<file path="src/rtl/bwd_pkg.sv">
package bwd_pkg;
  // first output stage: read pending, outputs forced off
  typedef struct packed {
    logic vld;
    logic hiz;
  } stage1_t;
endpackage

</file>
<file path="src/rtl/bwd_decode.sv">
module bwd_decode #(
  parameter int LANES = 2
) (
  input  logic             acc_en,
  input  logic             pstart_n,
  input  logic             wr_all_n,
  input  logic             wr_sel_n,
  input  logic [LANES-1:0] lane_wr_n,
  output logic [LANES-1:0] we_lane,
  output logic             rd_cycle,
  output logic             lane_low
);
  logic [LANES-1:0] lane_seen;

  // lane enables are masked on a processor-start edge
  assign lane_seen = pstart_n ? ~lane_wr_n : '0;

  for (genvar n = 0; n < LANES; n++) begin : g_lane
    always_comb begin
      if (!acc_en)        we_lane[n] = 1'b0;
      else if (!wr_all_n) we_lane[n] = 1'b1;
      else if (!wr_sel_n) we_lane[n] = lane_seen[n];
      else                we_lane[n] = 1'b0;
    end
  end

  assign rd_cycle = acc_en && (we_lane == '0);
  assign lane_low = acc_en && (|lane_seen);
endmodule

</file>
<file path="src/rtl/bwd_array.sv">
module bwd_array #(
  parameter int LANES     = 2,
  parameter int LANE_BITS = 9,
  parameter int DEPTH     = 64,
  localparam int W  = LANES * LANE_BITS,
  localparam int AW = $clog2(DEPTH)
) (
  input  logic             clk,
  input  logic [LANES-1:0] we_lane,
  input  logic [AW-1:0]    waddr,
  input  logic [W-1:0]     wdata,
  input  logic [AW-1:0]    raddr,
  output logic [W-1:0]     rdata
);
  for (genvar n = 0; n < LANES; n++) begin : g_bank
    logic [LANE_BITS-1:0] mem [DEPTH];

    always_ff @(posedge clk) begin
      if (we_lane[n]) mem[waddr] <= wdata[n*LANE_BITS +: LANE_BITS];
    end

    assign rdata[n*LANE_BITS +: LANE_BITS] = mem[raddr];
  end
endmodule

</file>
<file path="src/rtl/bwd_outpath.sv">
module bwd_outpath import bwd_pkg::*; #(
  parameter int W = 18
) (
  input  logic         clk,
  input  logic         rst_n,
  input  logic         rd_cycle,
  input  logic         lane_low,
  input  logic         flow_mode,
  input  logic         oe_n,
  input  logic [W-1:0] arr_data,
  output logic [W-1:0] dq,
  output logic         dq_oe
);
  stage1_t      s1;
  logic         s2_vld;
  logic [W-1:0] s2_dat;
  logic         src_vld;

  always_ff @(posedge clk or negedge rst_n) begin
    if (!rst_n) begin
      s1     <= '0;
      s2_vld <= 1'b0;
    end else begin
      s1.vld <= rd_cycle;
      s1.hiz <= lane_low;
      s2_vld <= s1.vld;
    end
  end

  always_ff @(posedge clk) s2_dat <= arr_data;

  assign src_vld = flow_mode ? s1.vld : s2_vld;
  assign dq      = flow_mode ? arr_data : s2_dat;
  assign dq_oe   = !oe_n && src_vld && !s1.hiz;
endmodule

</file>
<file path="src/rtl/bwd_datapath.sv">
module bwd_datapath #(
  parameter int LANES     = 2,
  parameter int LANE_BITS = 9,
  parameter int DEPTH     = 64,
  localparam int W  = LANES * LANE_BITS,
  localparam int AW = $clog2(DEPTH)
) (
  input  logic             clk,
  input  logic             rst_n,
  input  logic             acc_en,
  input  logic             pstart_n,
  input  logic [AW-1:0]    addr,
  input  logic             wr_all_n,
  input  logic             wr_sel_n,
  input  logic [LANES-1:0] lane_wr_n,
  input  logic [W-1:0]     wdata,
  input  logic             flow_mode,
  input  logic             oe_n,
  output logic [W-1:0]     dq,
  output logic             dq_oe
);
  logic [LANES-1:0] we_lane;
  logic             rd_cycle;
  logic             lane_low;
  logic [AW-1:0]    addr_q;
  logic [W-1:0]     arr_data;

  always_ff @(posedge clk or negedge rst_n) begin
    if (!rst_n)      addr_q <= '0;
    else if (acc_en) addr_q <= addr;
  end

  bwd_decode #(.LANES(LANES)) u_dec (
    .acc_en(acc_en), .pstart_n(pstart_n), .wr_all_n(wr_all_n),
    .wr_sel_n(wr_sel_n), .lane_wr_n(lane_wr_n), .we_lane(we_lane),
    .rd_cycle(rd_cycle), .lane_low(lane_low)
  );

  bwd_array #(.LANES(LANES), .LANE_BITS(LANE_BITS), .DEPTH(DEPTH)) u_arr (
    .clk(clk), .we_lane(we_lane), .waddr(addr), .wdata(wdata),
    .raddr(addr_q), .rdata(arr_data)
  );

  bwd_outpath #(.W(W)) u_out (
    .clk(clk), .rst_n(rst_n), .rd_cycle(rd_cycle), .lane_low(lane_low),
    .flow_mode(flow_mode), .oe_n(oe_n), .arr_data(arr_data),
    .dq(dq), .dq_oe(dq_oe)
  );
endmodule

</file>
<file path="config.mk">
export PLATFORM = sky130hd
export DESIGN_NAME = bwd_datapath
export DESIGN_NICKNAME = d
export VERILOG_FILES = /design/src/rtl/bwd_pkg.sv /design/src/rtl/bwd_decode.sv /design/src/rtl/bwd_array.sv /design/src/rtl/bwd_outpath.sv /design/src/rtl/bwd_datapath.sv
export SDC_FILE = /design/constraint.sdc
export NUM_CORES = 1
export LEC_CHECK = 0
export ABC_AREA = 1
export BUFFER_PORTS_ARGS = -buffer_cell sky130_fd_sc_hd__buf_2
export CAP_MARGIN = 10
export CELL_PAD_IN_SITES_DETAIL_PLACEMENT = 0
export CELL_PAD_IN_SITES_GLOBAL_PLACEMENT = 1
export CORE_MARGIN = 5
export CORE_UTILIZATION = 39
export CTS_BUF_LIST = sky130_fd_sc_hd__clkbuf_8
export CTS_CLUSTER_DIAMETER = 100
export DETAILED_ROUTE_END_ITERATION = 7
export GPL_ROUTABILITY_DRIVEN = 0
export HOLD_SLACK_MARGIN = 0.08
export PLACE_DENSITY = 0.67
export SLEW_MARGIN = 5
export SYNTH_ARGS = -nofsm -noshare
export SYNTH_HDL_FRONTEND = slang
export SYNTH_SLANG_ARGS = --single-unit
</file>
<file path="constraint.sdc">
create_clock -name clk -period 1.65 [get_ports clk]
set_clock_uncertainty 0.05 [all_clocks]
set_input_delay 0.165 -clock clk [delete_from_list [all_inputs] [get_ports clk]]
set_output_delay 0.165 -clock clk [all_outputs]
set_load 0.03 [all_outputs]
</file>
==> key figures, run 1 <==
Run status
  • Outcome: finished, violations left
  • Failing checks: negative setup slack

Logic synthesis
  • Synth top cells by count: nand2_1, edfxtp_1, nand3_1, nor2_1, buf_2
  • Top post-synthesis cells by area: edfxtp_1, nand2_1, nand3_1, buf_6, buf_2
  • Primary FF master, synth: edfxtp_1
  • Flops & latches, synth: 1179
  • Top-count cell post-synth: nand2_1
  • Register area share after synthesis: 0.726
  • Synthesized area: 0.0485 sq mm
  • Warnings from Yosys: 0
  • Avg Cell Area, Syn: 11.6 sq um
  • Cells after synthesis: 4176
  • Mapped Nets: 4210
  • Area leader, netlist: edfxtp_1
  • Synth unique cells: 20
  • Ys async rst share: 0.00763
  • Post-synth EDFFs: 1152
  • Synth top area share: 0.713

Floorplanning
  • IO Count: 53
  • Core Footprint: 0.124 sq mm
  • Placement row count: 129
  • Starting Density: 0.392
  • Die H: 363 um
  • Die extent in x: 363 um
  • Die area: 0.131 sq mm

Global route
  • First-pass GRT wire length: 212000 um
  • Largest net degree at the start of global routing: 65
  • GR Layer Usage met3: 0.0573
  • GRT overflow: 0
  • Gr busiest metal: met2
  • GR Util All Layers: 0.216
  • GR Layer Usage met1: 0.293
  • Vias in the first global route: 32455
  • Grt met2 use: 0.342
  • Initial antenna violation count: 6

Clock tree
  • # H-tree levels: 4
  • Total CTS buffers: 192
  • Worst skew pair latency: 0.90 ns
  • Clock tree sinks: 1179
  • Max clock buf depth: 3
  • Clk root buf: clkbuf_8
  • CTS tree: yes
  • Worst-path clk slew: 0.06 ns

Timing
  • RSZ-0062 raised after global routing: yes
  • Setup violators final: 37
  • Tmin final: 3.30 ns
  • Setup TNS: -36.02 ns
  • Max-slew headroom: 0.437
  • Actual slew at the worst max-slew pin: 0.844 ns
  • Period utilization: 2.00
  • Final Hold Vio Count: 0
  • F_max: 0.303 GHz
  • Slew Limit Fails: 0
  • Setup WS post-layout: -1.65 ns

Placement
  • Hpwl dp: 86300 um
  • PortBufs: 52
  • Placed cell count: 6007

Worst setup path
  • Crit Path Category: flop to primary output
  • Reg2Reg Depth: 12
  • Slowest stage delay, CP: 0.50 ns
  • R2r setup slk: -0.44 ns
  • Worst-path maximum fanout: 8
  • Slowest-stage cell, CP: dfrtp_4
  • Worst EP required: 1.43 ns
  • Reg-to-Reg Start: addr_q[0]
  • Startpoint Class: flop
  • CP endpoint kind: primary output
  • Crit-path cells: buf_12 > clkinv_16 > buf_16 > buf_12 > clkbuf_16 > nand2_2 > nand3_2 > nand3_2 > nand2_2 > nand2_2 > nand3_2 > nand3_4 > nand2_4 > nand2_4 > nand2_4 > buf_6
  • R2R Path End: u_out.s2_dat[6]
  • Critical Path AT: 3.09 ns

Detailed routing
  • DRT antenna net count: 0
  • Residual DRC: 0
  • Overall routed net length: 147000 um
  • Vias post-DR: 33785
  • DR vias/cell: 5.20
  • Wire per inst: 22.7 um
  • First drt pass iteration count: 5
  • Detailed Route Iter0 Violations: 3033

Power
  • Leak: 23.1 nW
  • Pwr per Cell Area: 1070 mW/mm^2
  • VDD IR max: 790 uV

Layout
  • Final Util: 0.503
  • Fin cells: 6497
  • Area grow syn2layout: 28.3%
  • Final #Nets: 4730
  • Layout cells sized above 1: 0.250

Hold path
  • Worst Hold End: u_out.s1[0]
  • Hold/Removal Path Class: input port to flop
  • Hold Crit Depth: 6
  • Hold Startpoint: pstart_n

Job
  • Max Cap Viol: 0
## cell families after synthesis
group,after synthesis,share of synthesized area
DFF,1179,0.726
and+or+nand+nor,2712,0.236
AOI/OAI and AO/OA,6,0.000619
buffers and inverters,279,0.0383
## layout make-up
class	count	area [sq um]
clock inverters	155	807
clock buffers	198	2730
repair buffers	586	7890
inverters	16	104
well taps	1637	2050
multi-input cells	2718	13300
flip-flops and latches	1179	35200
fillers	10769	61400
repair inverters	3	76.3
diodes	5	12.5
## routing by layer
layer  share of wire  routed length, um
met5        0.000088                 13
met4           0.024               3530
met3           0.078              11600
met2            0.47              69600
met1            0.43              62800
## stage by stage
| step | area (sq um) | total power [mW] | hold slack (ns) | setup WS, ns |
|---|---|---|---|---|
| 2_1_floorplan | 48800 | 38.1 | -0.181 | -0.0952 |
| 3_3_place_gp | 54500 | 41.6 | 0.0456 | -1.12 |
| 4_1_cts | 61200 | 66.9 | 0.0987 | -1.72 |
| 5_1_grt | 62200 | 69.4 | 0.158 | -1.77 |
| 3_5_place_dp | 54500 | 41.6 | 0.0410 | -1.13 |
| 6_report | 62200 | 66.8 | 0.129 | -1.65 |
## registers in the layout, indices dropped and copies added, names as in the netlist
register          flops
addr_q                6
u_out.s1              2
u_out.s2_vld          1
u_out.s2_dat         18
u_arr.g_bank.mem   1152
## worst max-delay path by stage
| stage | startpoint | slack, ns | cells past startpoint | end |
|---|---|---|---|---|
| 2_1_floorplan | addr_q[0] | -0.1 | 14 | dq[13] |
| 3_3_place_gp | addr_q[0] | -1.12 | 14 | dq[1] |
| 3_5_place_dp | addr_q[0] | -1.13 | 14 | dq[1] |
| 4_1_cts | addr_q[0] | -1.72 | 16 | dq[8] |
| 5_1_grt | addr_q[0] | -1.77 | 15 | dq[8] |
| 6_report | addr_q[0] | -1.65 | 16 | dq[6] |
## timing repair
item,4_1_cts,5_1_grt
hold buffers,47,2
buffers inserted,35,5
hold endpoints to repair,2046,1
resized for setup,383,167
pin swaps,61,50
cloned,27,24
endpoints found under the setup margin,37,614
## layout by cell type (no fill, tap or decap), types with 2 or more instances in the layout
cell type	synthesis	routed
dfrtp_1	9	5
edfxtp_1	1152	1152
clkbuf_4	0	2
buf_16	0	41
clkinv_1	2	52
inv_6	0	5
dfrtp_4	0	3
nor3_1	17	17
nand3_2	0	166
inv_1	9	70
clkinv_2	0	28
clkinvlp_4	0	5
buf_6	81	68
clkinv_8	0	3
buf_2	111	33
buf_8	2	7
nor2_2	0	74
clkinv_16	0	3
nand2_2	0	114
bufbuf_16	0	6
nand3_4	0	17
nand3_1	972	789
nor2_1	134	49
buf_12	0	155
dlymetal6s4s_1	0	2
o21ai_0	6	6
clkbuf_8	0	198
bufinv_16	0	5
nand2_1	1588	1436
inv_2	3	2
nor2_4	0	11
dlygate4sd3_1	0	45
buf_4	8	214
diode_2	0	5
nand2_4	0	37
clkbuf_16	0	13
dfxtp_1	18	18
## where the power goes
group	leakage (nW)	internal (mW)	switching [mW]
sequential	10.6	33.1	0.0784
clock	2.04	11.9	11.7
combinational	10.5	3.80	6.14
total	23.1	48.8	18.0
## critical path: cells and delay by family, from the launching register on
kind	cells	cell delay (ns)
AND/OR/NAND/NOR	10	0.86
buffers and inverters	6	0.82
flip-flops	1	0.50
No activity file was read; power rests on OpenSTA's default activity.
==> run 2, diff against run 1 <==
--- a/config.mk
+++ b/config.mk
@@ -17,7 +17,7 @@
 export DETAILED_ROUTE_END_ITERATION = 7
 export GPL_ROUTABILITY_DRIVEN = 0
 export HOLD_SLACK_MARGIN = 0.08
-export PLACE_DENSITY = 0.67
+export PLACE_DENSITY = 0.65
 export SLEW_MARGIN = 5
 export SYNTH_ARGS = -nofsm -noshare
 export SYNTH_HDL_FRONTEND = slang
==> constraint.sdc (replaced) <==
create_clock -name clk -period 3.1 [get_ports clk]
set_clock_uncertainty 0.05 [all_clocks]
set_input_delay 0.31 -clock clk [delete_from_list [all_inputs] [get_ports clk]]
set_output_delay 0.31 -clock clk [all_outputs]
set_load 0.03 [all_outputs]
==> run 2 against run 1 <==
  * The flow still finishes with violations (negative setup slack)
  * Cell count down 2.2%
  * Critical path depth decreased by 1
  * Combinational power down 52%
  * Die area unchanged
  * First-iteration DRC count is 4.2% lower
  * Sequential cell count unchanged
  * Routed wire length down 0.40%
  * Non-clock buffer count down 142
  * Power fell by 48%
  * Final area is 5.8% lower
==> key figures, run 2 (synthesized netlist as in run 1, its figures left out) <==
Power
  • Leak: 21.8 nW
  • VDD IR max: 434 uV
  • Pwr per Cell Area: 598 mW/mm^2

Floorplanning
  • IO Count: 53
  • Die extent in x: 363 um
  • Starting Density: 0.392
  • Die area: 0.131 sq mm
  • Placement row count: 129
  • Die H: 363 um
  • Core Footprint: 0.124 sq mm

Timing
  • RSZ-0062 raised after global routing: yes
  • Slew Limit Fails: 0
  • Setup violators final: 18
  • Setup WS post-layout: -0.456 ns
  • Final Hold Vio Count: 0
  • F_max: 0.281 GHz
  • Setup TNS: -7.58 ns
  • Actual slew at the worst max-slew pin: 1.11 ns
  • Tmin final: 3.56 ns
  • Max-slew headroom: 0.262
  • Period utilization: 1.15
  • WHS: 0.139 ns

Layout
  • Biggest regs: u_arr.g_bank.mem: 1152 flops, u_out.s2_dat: 18 flops, addr_q: 6 flops
  • Fillers: 11399
  • Most frequent cells in the layout: nand2_1, edfxtp_1, nand3_1, buf_4, clkbuf_8
  • Max FFs per register: 1152
  • Fin cells: 6357
  • Reg area: 0.0352 sq mm
  • Final #Nets: 4592
  • Most flop-heavy register: u_arr.g_bank.mem
  • Commonest non-fill, non-tap cell in the layout: nand2_1
  • Final instance area: 0.0586 sq mm
  • Area grow syn2layout: 20.8%
  • Multi-input logic area: 0.0123 sq mm
  • Layout cells sized above 1: 0.174

Global route
  • Vias in the first global route: 32203
  • First-pass GRT wire length: 215000 um
  • Initial antenna violation count: 7
  • GRT overflow: 0
  • Largest net degree at the start of global routing: 79
  • GR Util All Layers: 0.219

Job
  • Max Cap Viol: 0

Clock tree
  • Total CTS buffers: 193
  • # H-tree levels: 4
  • Max clock buf depth: 3
  • Worst-path clk slew: 0.06 ns
  • Clock tree sinks: 1179
  • Clk root buf: clkbuf_8
  • CTS tree: yes
  • Worst skew pair latency: 0.90 ns

Hold path
  • Worst Hold End: u_arr.g_bank[1].mem[25][8]
  • Hold Startpoint: wdata[17]
  • Hold Crit Depth: 1
  • Hold/Removal Path Class: input port to flop

Run status
  • Failing checks: negative setup slack
  • Outcome: finished, violations left

Detailed routing
  • Wire per inst: 23.1 um
  • Overall routed net length: 147000 um
  • DR vias/cell: 5.24
  • Vias post-DR: 33342
  • DRT antenna net count: 0
  • First drt pass iteration count: 5
  • Residual DRC: 0
  • Detailed Route Iter0 Violations: 2905

Worst setup path
  • R2R Path End: u_out.s2_dat[12]
  • R2r setup slk: 0.91 ns
  • Worst-path maximum fanout: 22
  • Reg2Reg Depth: 12
  • Setup crit start: addr_q[0]
  • CP endpoint kind: primary output
  • Crit Path Category: flop to primary output
  • Startpoint Class: flop
  • Reg-to-Reg Start: addr_q[0]
  • Critical Path AT: 3.20 ns
  • Worst EP required: 2.74 ns

Placement
  • DP Area: 0.0517 sq mm
  • PortBufs: 52
  • Hpwl dp: 84400 um
  • Pre-CTS setup slack: 0.177 ns
  • Placed cell count: 5878
==> run 2: changes by cell type in the layout (fill, tap and decap cells not counted), moves of 8 or more <==
| cell | previous run | this run |
|---|---|---|
| nor2_4 | 11 | 0 |
| nor2_1 | 49 | 134 |
| buf_12 | 155 | 52 |
| inv_1 | 70 | 82 |
| nand3_2 | 166 | 76 |
| nor2_2 | 74 | 0 |
| buf_4 | 214 | 222 |
| nand3_1 | 789 | 882 |
| buf_6 | 68 | 32 |
| nand2_4 | 37 | 16 |
| nand2_1 | 1436 | 1515 |
| clkinv_1 | 52 | 44 |
| nand2_2 | 114 | 57 |
==> run 2: cell type report <==
| class | count | share of cell area |
|---|---|---|
| timing repair inverter | 6 | 0.00177 |
| tap | 1637 | 0.0350 |
| multi-input combinational | 2718 | 0.209 |
| inverter | 16 | 0.00203 |
| timing repair buffer | 444 | 0.0904 |
| sequential | 1179 | 0.601 |
| antenna | 2 | 0.0000854 |
| clock buffer | 198 | 0.0465 |
| clock inverter | 157 | 0.0139 |
==> run 2: per-stage QoR <==
| step | utilization | power, mW |
|---|---|---|
| after floorplan | - | 20.2 |
| after global placement | 0.418 | 21.7 |
| after detailed placement | 0.418 | 21.7 |
| after CTS | 0.468 | 35.1 |
| after global routing | 0.474 | 36.4 |
| final | 0.474 | 35.0 |
==> run 2: what timing repair did <==
action | CTS | global route
pin swaps | 43 | 42
buffers inserted | 28 | 7
setup endpoints to repair | 18 | 18
gates resized for setup | 252 | 83
hold endpoints to repair | 654 | 0
hold buffers | 44 | 0
cloned | 32 | 11
==> run 2: how the worst max path moves through the flow <==
stage	end	slack, ns
6_report	dq[15]	-0.46
5_1_grt	dq[15]	-0.61
4_1_cts	dq[1]	-0.53
3_5_place_dp	dq[1]	0.18
3_3_place_gp	dq[11]	0.19
2_1_floorplan	dq[13]	1.13
==> run 2: metal layers <==
metal / global-route usage / wire (um) / up-vias
li1: - / - / 15414
met1: 0.308 / 64400 / 16613
met2: 0.353 / 70000 / 1102
met3: 0.0389 / 9600 / 209
met4: 0.0591 / 2870 / 4
met5: 0 / 25 / -
==> run 2: critical path, cell delays in order (launching register included) <==
cell and delay, ns:
dfrtp_4 0.51, buf_12 0.18, clkinv_16 0.08, buf_4 0.14, buf_16 0.17, nand2_1 0.06
nand3_1 0.07, nand3_1 0.07, nand2_1 0.13, nand2_1 0.12, nand3_2 0.12, nand3_4 0.14
nand2_2 0.16, nand2_1 0.06, nand2_1 0.11, buf_6 0.15
==> run 2: power breakdown <==
group	switching, mW	internal (mW)	total (mW)
registers	0.0514	17.6	17.7
clock network	6.27	6.35	12.6
logic	3.06	1.66	4.73
total	9.38	25.6	35.0
